==> src/rtl/flr_gate_pkg.sv <==
package flr_gate_pkg;
  localparam int unsigned KIND_W = 2;
  localparam int unsigned STS_W  = 3;
  localparam int unsigned REG_W  = 64;
  localparam logic [KIND_W-1:0] KIND_P   = 2'd0;
  localparam logic [KIND_W-1:0] KIND_NP  = 2'd1;
  localparam logic [KIND_W-1:0] KIND_CPL = 2'd2;
  localparam logic [STS_W-1:0]  STS_UR   = 3'b001;
endpackage

==> src/rtl/flr_bit_bank.sv <==
module flr_bit_bank #(
  parameter int unsigned N = 3
) (
  input  logic         clk_i,
  input  logic         rst_ni,
  input  logic         sclr_i,
  input  logic [N-1:0] set_i,
  input  logic [N-1:0] w1c_i,
  output logic [N-1:0] q_o
);
  logic [N-1:0] q_q;

  // per bit: sync clear > set > w1c
  for (genvar i = 0; i < N; i++) begin : g_bit
    always_ff @(posedge clk_i or negedge rst_ni) begin
      if (!rst_ni)        q_q[i] <= 1'b0;
      else if (sclr_i)    q_q[i] <= 1'b0;
      else if (set_i[i])  q_q[i] <= 1'b1;
      else if (w1c_i[i])  q_q[i] <= 1'b0;
    end
  end

  assign q_o = q_q;
endmodule

==> src/rtl/flr_req_filter.sv <==
module flr_req_filter
  import flr_gate_pkg::*;
#(
  parameter int unsigned NUM_PF = 3,
  parameter int unsigned PF_W   = 2
) (
  input  logic              req_valid_i,
  input  logic [KIND_W-1:0] req_kind_i,
  input  logic [PF_W-1:0]   req_pf_i,
  input  logic [NUM_PF-1:0] stop_i,
  input  logic              core_ready_i,
  input  logic              ecpl_ready_i,
  output logic              core_valid_o,
  output logic              ecpl_valid_o,
  output logic              req_ready_o,
  output logic [NUM_PF-1:0] drop_set_o
);
  logic [NUM_PF-1:0] pf_hot;
  logic              is_req, stopped, drop, drop_np, fire;

  // out-of-range function numbers decode to no bit and are never gated
  assign pf_hot  = NUM_PF'(1) << req_pf_i;
  assign is_req  = (req_kind_i == KIND_P) || (req_kind_i == KIND_NP);
  assign stopped = |(stop_i & pf_hot);
  assign drop    = is_req && stopped;
  assign drop_np = drop && (req_kind_i == KIND_NP);

  always_comb begin
    if (!drop)        req_ready_o = core_ready_i;
    else if (drop_np) req_ready_o = ecpl_ready_i;
    else              req_ready_o = 1'b1;
  end

  assign core_valid_o = req_valid_i && !drop;
  assign ecpl_valid_o = req_valid_i && drop_np;
  assign fire         = req_valid_i && drop && req_ready_o;
  assign drop_set_o   = fire ? pf_hot : '0;
endmodule

==> src/rtl/flr_req_gate.sv <==
module flr_req_gate
  import flr_gate_pkg::*;
#(
  parameter int unsigned NUM_PF = 3,
  parameter int unsigned PF_W   = (NUM_PF > 1) ? $clog2(NUM_PF) : 1,
  parameter int unsigned VF_W   = 6,
  parameter int unsigned TAG_W  = 8,
  parameter int unsigned RID_W  = 16,
  parameter int unsigned DATA_W = 32
) (
  input  logic              clk_i,
  input  logic              rst_ni,
  input  logic              soft_rst_i,
  input  logic [NUM_PF-1:0] flr_enter_i,
  input  logic              csr_wr_i,
  input  logic              csr_sel_i,
  input  logic [63:0]       csr_wdata_i,
  output logic [63:0]       csr_rdata_o,
  input  logic              req_valid_i,
  output logic              req_ready_o,
  input  logic [1:0]        req_kind_i,
  input  logic [PF_W-1:0]   req_pf_i,
  input  logic [VF_W-1:0]   req_vf_i,
  input  logic [TAG_W-1:0]  req_tag_i,
  input  logic [RID_W-1:0]  req_rid_i,
  input  logic [DATA_W-1:0] req_data_i,
  output logic              core_valid_o,
  input  logic              core_ready_i,
  output logic [1:0]        core_kind_o,
  output logic [PF_W-1:0]   core_pf_o,
  output logic [VF_W-1:0]   core_vf_o,
  output logic [TAG_W-1:0]  core_tag_o,
  output logic [RID_W-1:0]  core_rid_o,
  output logic [DATA_W-1:0] core_data_o,
  output logic              ecpl_valid_o,
  input  logic              ecpl_ready_i,
  output logic [TAG_W-1:0]  ecpl_tag_o,
  output logic [RID_W-1:0]  ecpl_rid_o,
  output logic [2:0]        ecpl_status_o,
  output logic              irq_o
);
  logic [NUM_PF-1:0] stop_q, err_q, drop_set, stop_w1c, err_w1c;
  logic              unused_wdata;

  assign stop_w1c     = (csr_wr_i && !csr_sel_i) ? csr_wdata_i[NUM_PF-1:0] : '0;
  assign err_w1c      = (csr_wr_i &&  csr_sel_i) ? csr_wdata_i[NUM_PF-1:0] : '0;
  assign unused_wdata = ^csr_wdata_i[REG_W-1:NUM_PF];

  flr_bit_bank #(.N(NUM_PF)) u_stop (
    .clk_i  (clk_i),
    .rst_ni (rst_ni),
    .sclr_i (1'b0),
    .set_i  (flr_enter_i),
    .w1c_i  (stop_w1c),
    .q_o    (stop_q)
  );

  flr_bit_bank #(.N(NUM_PF)) u_err (
    .clk_i  (clk_i),
    .rst_ni (rst_ni),
    .sclr_i (soft_rst_i),
    .set_i  (drop_set),
    .w1c_i  (err_w1c),
    .q_o    (err_q)
  );

  flr_req_filter #(.NUM_PF(NUM_PF), .PF_W(PF_W)) u_filter (
    .req_valid_i  (req_valid_i),
    .req_kind_i   (req_kind_i),
    .req_pf_i     (req_pf_i),
    .stop_i       (stop_q),
    .core_ready_i (core_ready_i),
    .ecpl_ready_i (ecpl_ready_i),
    .core_valid_o (core_valid_o),
    .ecpl_valid_o (ecpl_valid_o),
    .req_ready_o  (req_ready_o),
    .drop_set_o   (drop_set)
  );

  assign csr_rdata_o   = REG_W'(csr_sel_i ? err_q : stop_q);
  assign irq_o         = |err_q;

  assign core_kind_o   = req_kind_i;
  assign core_pf_o     = req_pf_i;
  assign core_vf_o     = req_vf_i;
  assign core_tag_o    = req_tag_i;
  assign core_rid_o    = req_rid_i;
  assign core_data_o   = req_data_i;

  assign ecpl_tag_o    = req_tag_i;
  assign ecpl_rid_o    = req_rid_i;
  assign ecpl_status_o = STS_UR;
endmodule

==> config.mk <==
export PLATFORM = sky130hd
export DESIGN_NAME = flr_req_gate
export DESIGN_NICKNAME = d
export VERILOG_FILES = /design/src/rtl/flr_gate_pkg.sv /design/src/rtl/flr_bit_bank.sv /design/src/rtl/flr_req_filter.sv /design/src/rtl/flr_req_gate.sv
export SDC_FILE = /design/constraint.sdc
export NUM_CORES = 1
export LEC_CHECK = 0
export ABC_AREA = 1
export BUFFER_PORTS_ARGS = -buffer_cell sky130_fd_sc_hd__buf_2
export CAP_MARGIN = 20
export CORE_AREA = 2 2 118 120
export CTS_CLUSTER_SIZE = 12
export DETAILED_ROUTE_END_ITERATION = 16
export DIE_AREA = 0 0 120 122
export PLACE_DENSITY = 0.41
export REMOVE_ABC_BUFFERS = 1
export SETUP_SLACK_MARGIN = 0.4
export SLEW_MARGIN = 0
export SYNTH_ARGS = -nofsm -noshare
export SYNTH_HDL_FRONTEND = slang
export SYNTH_SLANG_ARGS = --single-unit
==> constraint.sdc <==
create_clock -name clk_i -period 0.98 [get_ports clk_i]
set_input_delay 0.098 -clock clk_i [delete_from_list [all_inputs] [get_ports clk_i]]
set_output_delay 0.098 -clock clk_i [all_outputs]
set_load 0.01 [all_outputs]
== Word level (Yosys, flattened, before mapping) ==
Cells that the tools add are included.

* Register bits: 6
* Latch bits: 0
* Bits in writable memories: 0
* ROM bits: 0
* Bits of input ports: 141
* Output and inout port bits: 161
* Word-level logic and storage cells: 50
* Memories: 0

* $add $sub $neg: 0
* Multipliers: 0
* Divide/modulo/power cells: 0
* Magnitude comparators: 0
* Equality and inequality tests: 1
* Shift-type cells: 1
* Multiplexer cells: 21
* Bitwise operators: 1
* Reduce and logical (&&, ||, !) cells: 20

{| class="wikitable"
|+ Operators by type and width
! cell !! count
|-
| $mux W1 || 17
|-
| $mux W3 || 4
|-
| $reduce_bool A3 Y1 || 3
|-
| $logic_and A1 B1 Y1 || 8
|-
| $reduce_bool A2 Y1 || 3
|-
| $reduce_or A3 Y1 || 2
|-
| $and A3 B3 Y3 || 1
|-
| $shl A1 B2 Y3 const A || 1
|-
| $eq A2 B1 Y1 const B || 1
|-
| $logic_not A1 Y1 || 2
|-
| $logic_not A2 Y1 || 1
|-
| $logic_or A1 B1 Y1 || 1
|}

== Depth between registers and ports, before layout ==
Gate-level depths: netlist of run 1.

* Depth in word-level cells: 11
* Gate-level depth with buffers: 7
* Depth with buffers taken out: 7

== Hierarchy ==
A second synthesis of run 1 with hierarchy kept.

* Cells, all modules: 234
* Area, all modules: 1621.6 um2

{| class="wikitable"
|+ Modules (own cells, without submodules)
! module !! instances !! cells an instance !! area an instance (um2) !! sequential area each (um2)
|-
| flr_req_gate || 1 || 180 || 1258.7 || 0.0
|-
| flr_bit_bank || 2 || 15 || 123.9 || 75.1
|-
| flr_req_filter || 1 || 24 || 115.1 || 0.0
|}

== Worst setup path after synthesis of run 1 ==
No wires, ideal clock.

* Path type: reg-to-output
* Start: register u_stop.q_q[1] (netlist: u_stop.q_o[1])
* End: output port ecpl_valid_o
* Arrival: 0.852 ns
* Required time: 0.882 ns
* Path slack: 0.030 ns
* Stages on the path, launching flop included: 5
* Path buffers: 0
* Path through: dfrtp_1 -> nand3_1 -> nand3_2 -> nand2_1 -> nor3_1

* Word-level cells in the longest chain between the ends: 5

{| class="wikitable"
|+ Ends and longest elaborated chain
! element !! line !! text
|-
| start: declaration || flr_bit_bank.sv:11 || <nowiki>logic [N-1:0] q_q;</nowiki>
|-
| start signal: indexed assignment || flr_bit_bank.sv:16 || <nowiki>if (!rst_ni) q_q[i] <= 1'b0;</nowiki>
|-
| start signal: indexed assignment || flr_bit_bank.sv:17 || <nowiki>else if (sclr_i) q_q[i] <= 1'b0;</nowiki>
|-
| start signal: indexed assignment || flr_bit_bank.sv:18 || <nowiki>else if (set_i[i]) q_q[i] <= 1'b1;</nowiki>
|-
| $and A3 B3 Y3 || flr_req_filter.sv:24 || <nowiki>assign stopped = |(stop_i & pf_hot);</nowiki>
|-
| $reduce_or A3 Y1 || flr_req_filter.sv:24 ||
|-
| $logic_and A1 B1 Y1 || flr_req_filter.sv:25 || <nowiki>assign drop = is_req && stopped;</nowiki>
|-
| $logic_and A1 B1 Y1 || flr_req_filter.sv:26 || <nowiki>assign drop_np = drop && (req_kind_i == KIND_NP);</nowiki>
|-
| $logic_and A1 B1 Y1 || flr_req_filter.sv:35 || <nowiki>assign ecpl_valid_o = req_valid_i && drop_np;</nowiki>
|-
| end: declaration || flr_req_gate.sv:35 || <nowiki>output logic ecpl_valid_o,</nowiki>
|}

Every way passes these cells.

== Final worst setup path of run 1 ==
* Start: register u_stop.q_q[1] (netlist: u_stop.q_o[1])
* End: output port req_ready_o

* Word-level cells in the longest chain between the ends: 6

{| class="wikitable"
|+ Ends and longest elaborated chain
! element !! line !! text
|-
| $and A3 B3 Y3 * || flr_req_filter.sv:24 ||
|-
| $reduce_or A3 Y1 * || flr_req_filter.sv:24 ||
|-
| $logic_and A1 B1 Y1 * || flr_req_filter.sv:25 ||
|-
| $logic_and A1 B1 Y1 || flr_req_filter.sv:26 ||
|-
| $mux W1 || flr_req_filter.sv:30 || <nowiki>else if (drop_np) req_ready_o = ecpl_ready_i;</nowiki>
|-
| $mux W1 * || flr_req_filter.sv:29 || <nowiki>if (!drop) req_ready_o = core_ready_i;</nowiki>
|-
| end: declaration || flr_req_gate.sv:20 || <nowiki>output logic req_ready_o,</nowiki>
|}

Every way passes the cells marked *; elsewhere a longest branch is shown, timed or not.

==> summary.txt, run 1 <==
Routing
  • Via count: slightly above 900
  • Highest metal used: met4
  • DRT iter0 DRCs: 42
  • Routed len/inst: 39.0 µm
  • M1 WL: 786 µm
  • Routed length on met2: 8570 µm
  • Routed WL: about 14000 µm
  • Residual DRC: 0
  • Routed wl met3: 4070 µm
  • First-pass DRT Iterations: 6
  • DRT antenna net count: 0
  • Via-per-instance ratio: approximately 2.6

Clocking
  • CTS clk-pin slew, worst paths: 0.03 ns
  • H-tree lvl count: 1
  • CTS Buf Count: 3
  • Clock Path Buffers: 2
  • Clk_lat worst skew: ~0.23 ns
  • CTS sink cnt: 6
  • CTS root buffer: clkbuf_16
  • CTS tree: yes

Place
  • I/O Buffers: 28
  • Final GP Congestion: about 0.89
  • Post-DP HPWL: roughly 13000 µm
  • DP Area: between 1000 and 1500 µm²

Floorplan
  • FP Rows: between 40 and 50
  • Die Height: 122 µm
  • Initial Util: between 10 and 15%
  • IO Count: 302
  • Core area: roughly 14000 µm²
  • Die X: about 120 µm
  • Die area: between 10000 and 15000 µm²

Synthesis
  • FFs w/ async S/R, synth: between 90% and 100%
  • YS warnings: 0
  • Cell variety after synth: 13
  • Post-Synthesis Cells: about 220
  • Post-synthesis sequential element count: 6
  • Synth Flop Type: dfrtp_1
  • Post-synthesis sequential area ratio: under 10%
  • Commonest cells in the netlist: buf_4 (154), nand2_1 (19), inv_1 (10), nor2_1 (10), nand3_1 (9)
  • Mapped cell area: about 1600 µm²
  • Post-synth EDFFs: 0
  • Synth top area share: 73.7%
  • Leading area contributor after synthesis: buf_4
  • Largest cells by area after synthesis: buf_4 (74%), dfrtp_1 (9.6%), nand2_1 (4.5%), nand3_1 (2.9%), inv_1 (2.4%)
  • Avg Cell Area, Syn: about 7.2 µm²
  • Cell with the most instances after synthesis: buf_4

Worst setup path
  • CP Launch Point: u_stop.q_o[1]$_DFFE_PN0P_
  • CP Data Arrival Time: ~1.2 ns
  • Setup crit start kind: flop
  • Crit path max fanout: 3
  • Worst r2r src: u_stop.q_o[1]$_DFFE_PN0P_
  • Crit end category: primary output
  • WS Path Type: reg2out
  • Worst EP required: 0.88 ns

GRT
  • Total gr overflow: 0
  • Vias in the first global route: 734
  • Initial antenna violation count: 0
  • GRT Total Usage: approximately 18%
  • First-pass GRT wire length: about 15000 µm
  • Largest net degree at the start of global routing: 8

Layout
  • Ant diodes: 0
  • Final net count: slightly above 300
  • Fillers: around 1600
  • Layout cells sized above 1: roughly 32%
  • Post-Layout Inst Area: between 1000 and 1500 µm²
  • Synthesis-to-finish area growth: -20.5%

Timing
  • F_max: 787 MHz
  • Final worst setup slack: -0.291 ns
  • Count of pins over their slew limit: 0
  • Final-report hold violation count: 0
  • Layout Skew: 0.000199 ns
  • Final period utilization: 130%
  • Fin Setup TNS: -2.01 ns
  • Crit path time final: roughly 1.3 ns
  • RSZ-0062 raised after global routing: true
  • # setup viols final: 10
  • Final worst hold slack: roughly 0.051 ns

Status
  • Outcome: finished, violations left
  • Failing checks: setup timing

Job
  • Max-cap viol count: 0

Power
  • Max VDD drop: between 0.0004 and 0.0005 V
  • Pwr dens: about 1000 nW/µm²
  • LEAKAGE: 0.661 nW
  • Final Power: about 0.0013 W

Worst hold path
  • Tightest Hold Check Type: in2reg
  • Hold path start: flr_enter_i[0]
metal layers:
layer | vias up | GRT usage, %
li1 | 340 | -
met1 | 346 | 2.53
met2 | 218 | 40.0
met3 | 4 | 26.4
met4 | 0 | 0.882
met5 | - | 0
final timing paths:
kind | slack [ns] | endpoint | cells after the start
max | -0.29 | req_ready_o | 7
min in group asynchronous | 0.24 | u_err.q_o[0]$_DFFE_PN0P_ | 2
max reg2reg | -0.14 | u_err.q_o[0]$_DFFE_PN0P_ | 7
min | 0.05 | u_stop.q_o[0]$_DFFE_PN0P_ | 2
max in group asynchronous | 0.59 | u_stop.q_o[2]$_DFFE_PN0P_ | 2
min reg2reg | 0.66 | u_stop.q_o[1]$_DFFE_PN0P_ | 2
kinds of logic (layout without fill, tap and decap cells):
family	after synthesis	after routing	share of synthesized area (%)
DFF	6	6	9.58
buffers and inverters	164	51	76.1
and+or+nand+nor	43	43	12.4
other	2	64	0.479
AOI/OAI and AO/OA	3	3	1.44
critical path, stage by stage (launching register included):
cell and delay (ns):
dfrtp_1 0.40, nand3_2 0.08, nand3_2 0.10, nand2_2 0.10, inv_2 0.05, nand2_1 0.05
nand2_1 0.04, buf_2 0.13
area by class of cell:
| class | instances | area (µm²) | share of cell area, % |
|---|---|---|---|
| multi-input cells | 110 | 508 | 40.8 |
| flip-flops and latches | 6 | 150 | 12.0 |
| inverters | 10 | 37.5 | 3.01 |
| well taps | 180 | 225 | 18.1 |
| clock buffers | 3 | 75.1 | 6.02 |
| repair buffers | 38 | 250 | 20.1 |
state kept, by name, summed over array words and instances (netlist names):
signal,count
u_err.q_o,3
u_stop.q_o,3
placed cells by master (no fill, tap or decap), types with 3 or more instances in the layout:
cell       Yosys  layout
nand2_2        0       3
dfrtp_1        6       6
nand3_2        1       4
conb_1         2      64
nand2_1       19      15
buf_4        154       7
buf_2          0      24
nor2_1        10       9
inv_1         10       9
nand3_1        9       6
a21o_1         3       3
clkbuf_16      0       3
buf_6          0       6
metrics by stage:
stage                     cells  util (%)  setup slack [ns]
after floorplan             126         -            0.0295
after global placement      340      7.81           -0.0905
after detailed placement    340      7.81            -0.107
after CTS                   345      8.76            -0.307
after global routing        347      9.23            -0.347
final                       347      9.23            -0.291
report_power, final:
group          internal [W]  switching, W  leakage (nW)
Combinational      0.000120      0.000239         0.554
Clock              0.000523      0.000131        0.0370
Sequential         0.000258    0.00000828        0.0701
Total              0.000901      0.000378         0.661
what timing repair did:
action	in CTS	in global routing
gates resized for setup	9	13
hold buffers	1	0
pin swaps	6	1
endpoints found under the hold margin	6	0
endpoints found under the setup margin	13	13
buffers inserted	1	2
Note: power is estimated with default switching activity, not from simulation.
==> run 2, diff against run 1 <==
--- a/config.mk
+++ b/config.mk
@@ -8,11 +8,11 @@
 export ABC_AREA = 1
 export BUFFER_PORTS_ARGS = -buffer_cell sky130_fd_sc_hd__buf_2
 export CAP_MARGIN = 20
-export CORE_AREA = 2 2 118 120
+export CORE_AREA = 2 2 117 119
 export CTS_CLUSTER_SIZE = 12
 export DETAILED_ROUTE_END_ITERATION = 16
-export DIE_AREA = 0 0 120 122
-export PLACE_DENSITY = 0.41
+export DIE_AREA = 0 0 119 121
+export PLACE_DENSITY = 0.42
 export REMOVE_ABC_BUFFERS = 1
 export SETUP_SLACK_MARGIN = 0.4
 export SLEW_MARGIN = 0
==> constraint.sdc (replaced) <==
create_clock -name clk_i -period 1.5 [get_ports clk_i]
set_input_delay 0.15 -clock clk_i [delete_from_list [all_inputs] [get_ports clk_i]]
set_output_delay 0.15 -clock clk_i [all_outputs]
set_load 0.01 [all_outputs]
==> summary.txt, run 2 (same netlist as run 1, synthesis figures left out) <==
Routing
  • Via count: 899 (was 908)
  • DRT antenna net count: 0 (unchanged)
  • Routed len/inst: 38.5 µm (was 39.0 µm)
  • First-pass DRT Iterations: 4 (was 6)
  • Residual DRC: 0 (unchanged)
  • DRT iter0 DRCs: 20 (was 42)
  • Via-per-instance ratio: 2.64 (was 2.62)
  • Routed WL: 13100 µm (was 13500 µm)

Layout
  • Fillers: 1533 (was 1580)
  • Non-filler instance count after layout: 340 (was 347)
  • Layout cells sized above 1: 29.9% (was 32.3%)
  • Leading cell types in the layout, fill and taps excluded: conb_1 (64), buf_2 (25), nand2_1 (17), inv_1 (9), nor2_1 (9) (was conb_1 (64), buf_2 (24), nand2_1 (15), inv_1 (9), nor2_1 (9))
  • Final net count: 307 (was 310)
  • Synthesis-to-finish area growth: -23.5% (was -20.5%)
  • Ant diodes: 0 (unchanged)
  • Commonest non-fill, non-tap cell in the layout: conb_1 (unchanged)
  • Post-Layout Inst Area: 1200 µm² (was 1250 µm²)

Place
  • Post-DP HPWL: 12700 µm (was 13200 µm)
  • I/O Buffers: 28 (unchanged)
  • Post-placement cell count: 330 (was 340)
  • DP Area: 1000 µm² (was 1050 µm²)
  • Final GP Congestion: 0.834 (was 0.891)

Worst hold path
  • Tightest Hold Check Type: in2reg (unchanged)

Worst setup path
  • Crit path max fanout: 3 (unchanged)
  • Setup crit start kind: flop (unchanged)
  • CP max stage delay: 0.40 ns (about the same)
  • Worst-path cell chain: nand3_2 > nand3_4 > nand2_4 > inv_2 > nand2_1 > nand2_1 > buf_2 (was nand3_2 > nand3_2 > nand2_2 > inv_2 > nand2_1 > nand2_1 > buf_2)
  • WS Path Type: reg2out (unchanged)
  • CP Data Arrival Time: 1.17 ns (about the same)
  • Slowest-stage cell, CP: dfrtp_1 (unchanged)
  • Worst EP required: 1.35 ns (was 0.88 ns)
  • Most repeated library cell on the critical path: nand2_1
  • Crit end category: primary output (unchanged)

Clocking
  • CTS sink cnt: 6 (unchanged)
  • CTS Buf Count: 3 (unchanged)
  • CTS root buffer: clkbuf_16 (unchanged)
  • Clock Path Buffers: 2 (unchanged)
  • CTS tree: yes (unchanged)
  • Clk_lat worst skew: 0.23 ns (about the same)
  • CTS clk-pin slew, worst paths: 0.03 ns (about the same)
  • H-tree lvl count: 1 (unchanged)

Timing
  • Count of pins over their slew limit: 0 (unchanged)
  • Final period utilization: between 80% and 90%
  • F_max: ~760 MHz
  • Layout Skew: 0.000341 ns (was 0.000199 ns)
  • Final worst hold slack: 0.101 ns (was 0.0513 ns)
  • Crit path time final: ~1.3 ns
  • Fin Setup TNS: 0 ns (was -2.01 ns)
  • # setup viols final: 0 (was 10)
  • RSZ-0062 raised after global routing: true (unchanged)
  • Final-report hold violation count: 0 (unchanged)

Floorplan
  • FP Rows: 42 (was 43)
  • Core area: 13100 µm² (was 13500 µm²)
  • Die X: 119 µm (was 120 µm)
  • Die area: 14400 µm² (was 14600 µm²)
  • Die Height: 121 µm (was 122 µm)
  • IO Count: 302 (unchanged)
  • Initial Util: 12.0% (was 11.6%)

Power
  • Pwr dens: 694 nW/µm² (was 1030 nW/µm²)
  • Sequential share of power: 20.9% (was 20.8%)
  • LEAKAGE: 0.645 nW (was 0.661 nW)
  • Final Power: 0.000832 W (was 0.00128 W)
  • Clock power share: 51.8% (was 51.1%)
  • Combinational share of power: 27.3% (was 28.0%)
  • Max VDD drop: 0.000269 V (was 0.000410 V)
  • Internal Pwr Total: 0.000583 W (was 0.000901 W)
  • Switch share: 29.9% (was 29.6%)
  • Net Sw Power: 0.000249 W (was 0.000378 W)

Status
  • Outcome: completed (was finished, violations left)

GRT
  • Vias in the first global route: 750 (was 734)
  • Largest net degree at the start of global routing: 8 (unchanged)
  • First-pass GRT wire length: 14400 µm (was 14700 µm)
  • Total gr overflow: 0 (unchanged)
  • GRT Total Usage: 17.4% (was 17.6%)
  • Initial antenna violation count: 0 (unchanged)

Job
  • Max-cap viol count: 0 (unchanged)
==> run 2: cell count changes in the layout (fill, tap and decap cells not counted) <==
cell | previous run | this run
buf_6 | 6 | 3
nand2_1 | 15 | 17
nand2_2 | 3 | 1
buf_2 | 24 | 25
buf_4 | 7 | 6
nand3_2 | 4 | 3
nand3_4 | 0 | 1
nand4_2 | 0 | 1
nand4_4 | 1 | 0
==> run 2: worst max-delay path, delay by kind of cell, from the launching register on <==
kind / cells / cell delay, ns
DFF: 1 / 0.40
and+or+nand+nor: 5 / 0.35
buffers and inverters: 2 / 0.17
==> run 2: worst paths after layout <==
check / startpoint / endpoint / slack, ns / depth (start not counted)
hold / removal: flr_enter_i[0] / u_stop.q_o[0]$_DFFE_PN0P_ / 0.10 / 2
setup reg to reg: u_stop.q_o[2]$_DFFE_PN0P_ / u_err.q_o[0]$_DFFE_PN0P_ / 0.22 / 8
setup / recovery: u_stop.q_o[2]$_DFFE_PN0P_ / req_ready_o / 0.18 / 7
hold reg to reg: u_stop.q_o[2]$_DFFE_PN0P_ / u_stop.q_o[2]$_DFFE_PN0P_ / 0.55 / 1
max in group asynchronous: rst_ni / u_stop.q_o[0]$_DFFE_PN0P_ / 1.06 / 2
min in group asynchronous: rst_ni / u_stop.q_o[1]$_DFFE_PN0P_ / 0.29 / 2
==> run 2: power by group through the flow <==
stage | clock [W] | sequential, W | combinational, W
after floorplan | 0 | 0.000174 | 0.000117
after global placement | 0 | 0.000176 | 0.000183
after detailed placement | 0 | 0.000177 | 0.000185
after CTS | 0.000439 | 0.000173 | 0.000207
after global routing | 0.000454 | 0.000175 | 0.000251
final | 0.000431 | 0.000174 | 0.000227
==> run 2: what timing repair did <==
action / 4_1_cts / 5_1_grt
hold buffers: 1 / 0
gates resized for setup: 4 / 10
endpoints found under the hold margin: 6 / 0
pin swaps: 5 / 3
gates cloned: 0 / 0
setup endpoints to repair: 5 / 10
setup buffers: 6 / 0
==> run 2: layer usage <==
metal | up-vias | track usage [%] | part of all wire, %
met5 | - | 0 | 0
met4 | 0 | 2.31 | 1.1
met3 | 8 | 28.6 | 34
met2 | 206 | 36.4 | 59
met1 | 351 | 2.65 | 5.9
li1 | 334 | - | -
==> run 2: layout make-up <==
type	count	area, µm²	area share (%)
clock buffers	3	75.1	6.26
inverters	10	37.5	3.13
multi-input cells	110	502	41.9
flip-flops and latches	6	150	12.5
well taps	176	220	18.4
repair buffers	35	214	17.8
==> run 2: through the flow <==
| stage | setup slack [ns] | utilization, % |
|---|---|---|
| floorplan | 0.498 | - |
| global placement | 0.332 | 7.68 |
| detailed placement | 0.316 | 7.68 |
| CTS | 0.146 | 8.78 |
| global route | 0.127 | 9.16 |
| finish | 0.184 | 9.16 |
==> run 3, diff against run 2 <==
--- a/config.mk
+++ b/config.mk
@@ -12,6 +12,7 @@
 export CTS_CLUSTER_SIZE = 12
 export DETAILED_ROUTE_END_ITERATION = 16
 export DIE_AREA = 0 0 119 121
+export MAX_ROUTING_LAYER = met4
 export PLACE_DENSITY = 0.42
 export REMOVE_ABC_BUFFERS = 1
 export SETUP_SLACK_MARGIN = 0.4
==> summary.txt, run 3 (same netlist as run 1, synthesis figures left out) <==
Clocking
  • CTS tree: yes (unchanged)
  • Clk_lat worst skew: 0.23 ns (about the same)
  • CTS clk-pin slew, worst paths: 0.03 ns (about the same)
  • CTS root buffer: clkbuf_16 (unchanged)
  • Clock Path Buffers: 2 (unchanged)
  • CTS Buf Count: 3 (unchanged)
  • H-tree lvl count: 1 (unchanged)
  • CTS sink cnt: 6 (unchanged)

Routing
  • Via count: 904 (was 899)
  • DRT iter0 DRCs: 16 (was 20)
  • Residual DRC: 0 (unchanged)
  • First-pass DRT Iterations: 4 (unchanged)
  • Routed WL: 13100 µm (about the same)
  • DRT antenna net count: 0 (unchanged)
  • Routed len/inst: 38.5 µm (about the same)
  • Via-per-instance ratio: 2.66 (was 2.64)

GRT
  • Vias in the first global route: 756 (was 750)
  • First-pass GRT wire length: 14400 µm (about the same)
  • Initial antenna violation count: 0 (unchanged)
  • Total gr overflow: 0 (unchanged)
  • GRT Total Usage: 17.9% (was 17.4%)
  • Largest net degree at the start of global routing: 8 (unchanged)

Timing
  • Fin Setup TNS: 0 ns (unchanged)
  • Final-report hold violation count: 0 (unchanged)
  • Crit path time final: 1.32 ns (about the same)
  • Final period utilization: 88.2% (was 87.7%)
  • Count of pins over their slew limit: 0 (unchanged)
  • RSZ-0062 raised after global routing: true (unchanged)
  • # setup viols final: 0 (unchanged)
  • Layout Skew: 0.000503 ns (was 0.000341 ns)
  • F_max: 756 MHz (was 760 MHz)

Place
  • Final GP Congestion: 0.847 (was 0.834)
  • I/O Buffers: 28 (unchanged)
  • Post-DP HPWL: 12700 µm (unchanged)

Worst setup path
  • FF-to-FF End: u_err.q_o[0]$_DFFE_PN0P_ (unchanged)
  • Crit path max fanout: 3 (unchanged)
  • Worst-path cell chain: nand3_2 > nand3_4 > nand2_4 > inv_2 > nand2_1 > nand2_1 > buf_2 (unchanged)
  • Setup crit start kind: flop (unchanged)
  • Crit end category: primary output (unchanged)
  • WS Path Type: reg2out (unchanged)
  • Reg-to-reg setup timing slack: 0.22 ns (about the same)
  • CP Data Arrival Time: 1.17 ns (about the same)
  • Worst r2r src: u_stop.q_o[0]$_DFFE_PN0P_ (was u_stop.q_o[2]$_DFFE_PN0P_)
  • CP max stage delay: 0.41 ns (was 0.40 ns)
  • Slowest-stage cell, CP: dfrtp_1 (unchanged)
  • R2R cell count: 8 (unchanged)
  • Worst EP required: 1.35 ns (about the same)
  • Most repeated library cell on the critical path: nand2_1 (unchanged)

Floorplan
  • IO Count: 302 (unchanged)
  • Die X: 119 µm (unchanged)
  • Core area: 13100 µm² (unchanged)
  • Initial Util: 12.0% (unchanged)
  • Die Height: 121 µm (unchanged)
  • Die area: 14400 µm² (unchanged)
  • FP Rows: 42 (unchanged)

Layout
  • Synthesis-to-finish area growth: -23.5% (unchanged)
  • Finished Core Util: 9.16% (unchanged)
  • Layout cells sized above 1: 29.9% (unchanged)
  • Final net count: 307 (unchanged)
  • Leading cell types in the layout, fill and taps excluded: conb_1 (64), buf_2 (25), nand2_1 (17), inv_1 (9), nor2_1 (9) (unchanged)
  • Commonest non-fill, non-tap cell in the layout: conb_1 (unchanged)
  • Ant diodes: 0 (unchanged)

Worst hold path
  • Tightest Hold Check Type: in2reg (unchanged)
  • Hold path start: flr_enter_i[0] (unchanged)
  • Hold endpoint: u_stop.q_o[0]$_DFFE_PN0P_ (unchanged)
  • Hold path cells: 2 (unchanged)

Job
  • Max-cap viol count: 0 (unchanged)

Power
  • Pwr dens: 693 nW/µm² (was 694 nW/µm²)
  • Final Power: 0.000830 W (was 0.000832 W)
  • Max VDD drop: 0.000268 V (was 0.000269 V)
  • LEAKAGE: 0.645 nW (unchanged)

Status
  • Outcome: completed (unchanged)
==> run 3: critical path: cells and delay by family, from the launching register on <==
| family | cells | cell delay (ns) |
|---|---|---|
| DFF | 1 | 0.41 |
| and+or+nand+nor | 5 | 0.36 |
| buffers and inverters | 2 | 0.17 |
==> run 3: power breakdown <==
| part | leakage, nW | internal, W | switching (W) |
|---|---|---|---|
| clock network | 0.0370 | 0.000342 | 0.0000873 |
| registers | 0.0701 | 0.000169 | 0.00000561 |
| logic | 0.538 | 0.0000722 | 0.000155 |
| total | 0.645 | 0.000583 | 0.000248 |
==> run 3: timing repair <==
item                                    in CTS  in global routing
hold endpoints to repair                     6                  0
pin swaps                                    5                  3
buffers inserted                             6                  0
hold buffers                                 1                  0
gates resized for setup                      4                 10
endpoints found under the setup margin       5                 10
==> run 3: stage by stage <==
step | std cells | hold WS, ns | area (µm²) | setup WS [ns]
2_1_floorplan | 126 | -0.146 | 644 | 0.498
3_3_place_gp | 330 | -0.0216 | 1000 | 0.332
3_5_place_dp | 330 | -0.0138 | 1000 | 0.316
4_1_cts | 340 | 0.101 | 1150 | 0.146
5_1_grt | 340 | 0.0991 | 1200 | 0.127
6_report | 340 | 0.102 | 1200 | 0.178
==> run 3: worst max-delay path by stage <==
stage               slack (ns)                       from      endpoint  cells after the start
floorplan                 0.50  u_stop.q_o[1]$_DFFE_PN0P_  ecpl_valid_o                      4
global placement          0.33  u_stop.q_o[1]$_DFFE_PN0P_   req_ready_o                      7
detailed placement        0.32  u_stop.q_o[1]$_DFFE_PN0P_   req_ready_o                      7
CTS                       0.15  u_stop.q_o[0]$_DFFE_PN0P_   req_ready_o                      7
global route              0.13  u_stop.q_o[2]$_DFFE_PN0P_   req_ready_o                      7
finish                    0.18  u_stop.q_o[0]$_DFFE_PN0P_   req_ready_o                      7
==> run 3: metal layers <==
metal  vias to the layer above  routed length [µm]  track usage, %
li1                        333                   -               -
met2                       199                7810            36.9
met3                         8                4220            27.4
met5                         -                   0               -
met1                       364                 966            3.37
met4                         0                  87            1.34
==> run 3: cell type report <==
cell class	instances	area, µm²
repair buffers	35	214
well taps	176	220
flip-flops and latches	6	150
inverters	10	37.5
clock buffers	3	75.1
multi-input cells	110	502
fillers	1533	11900
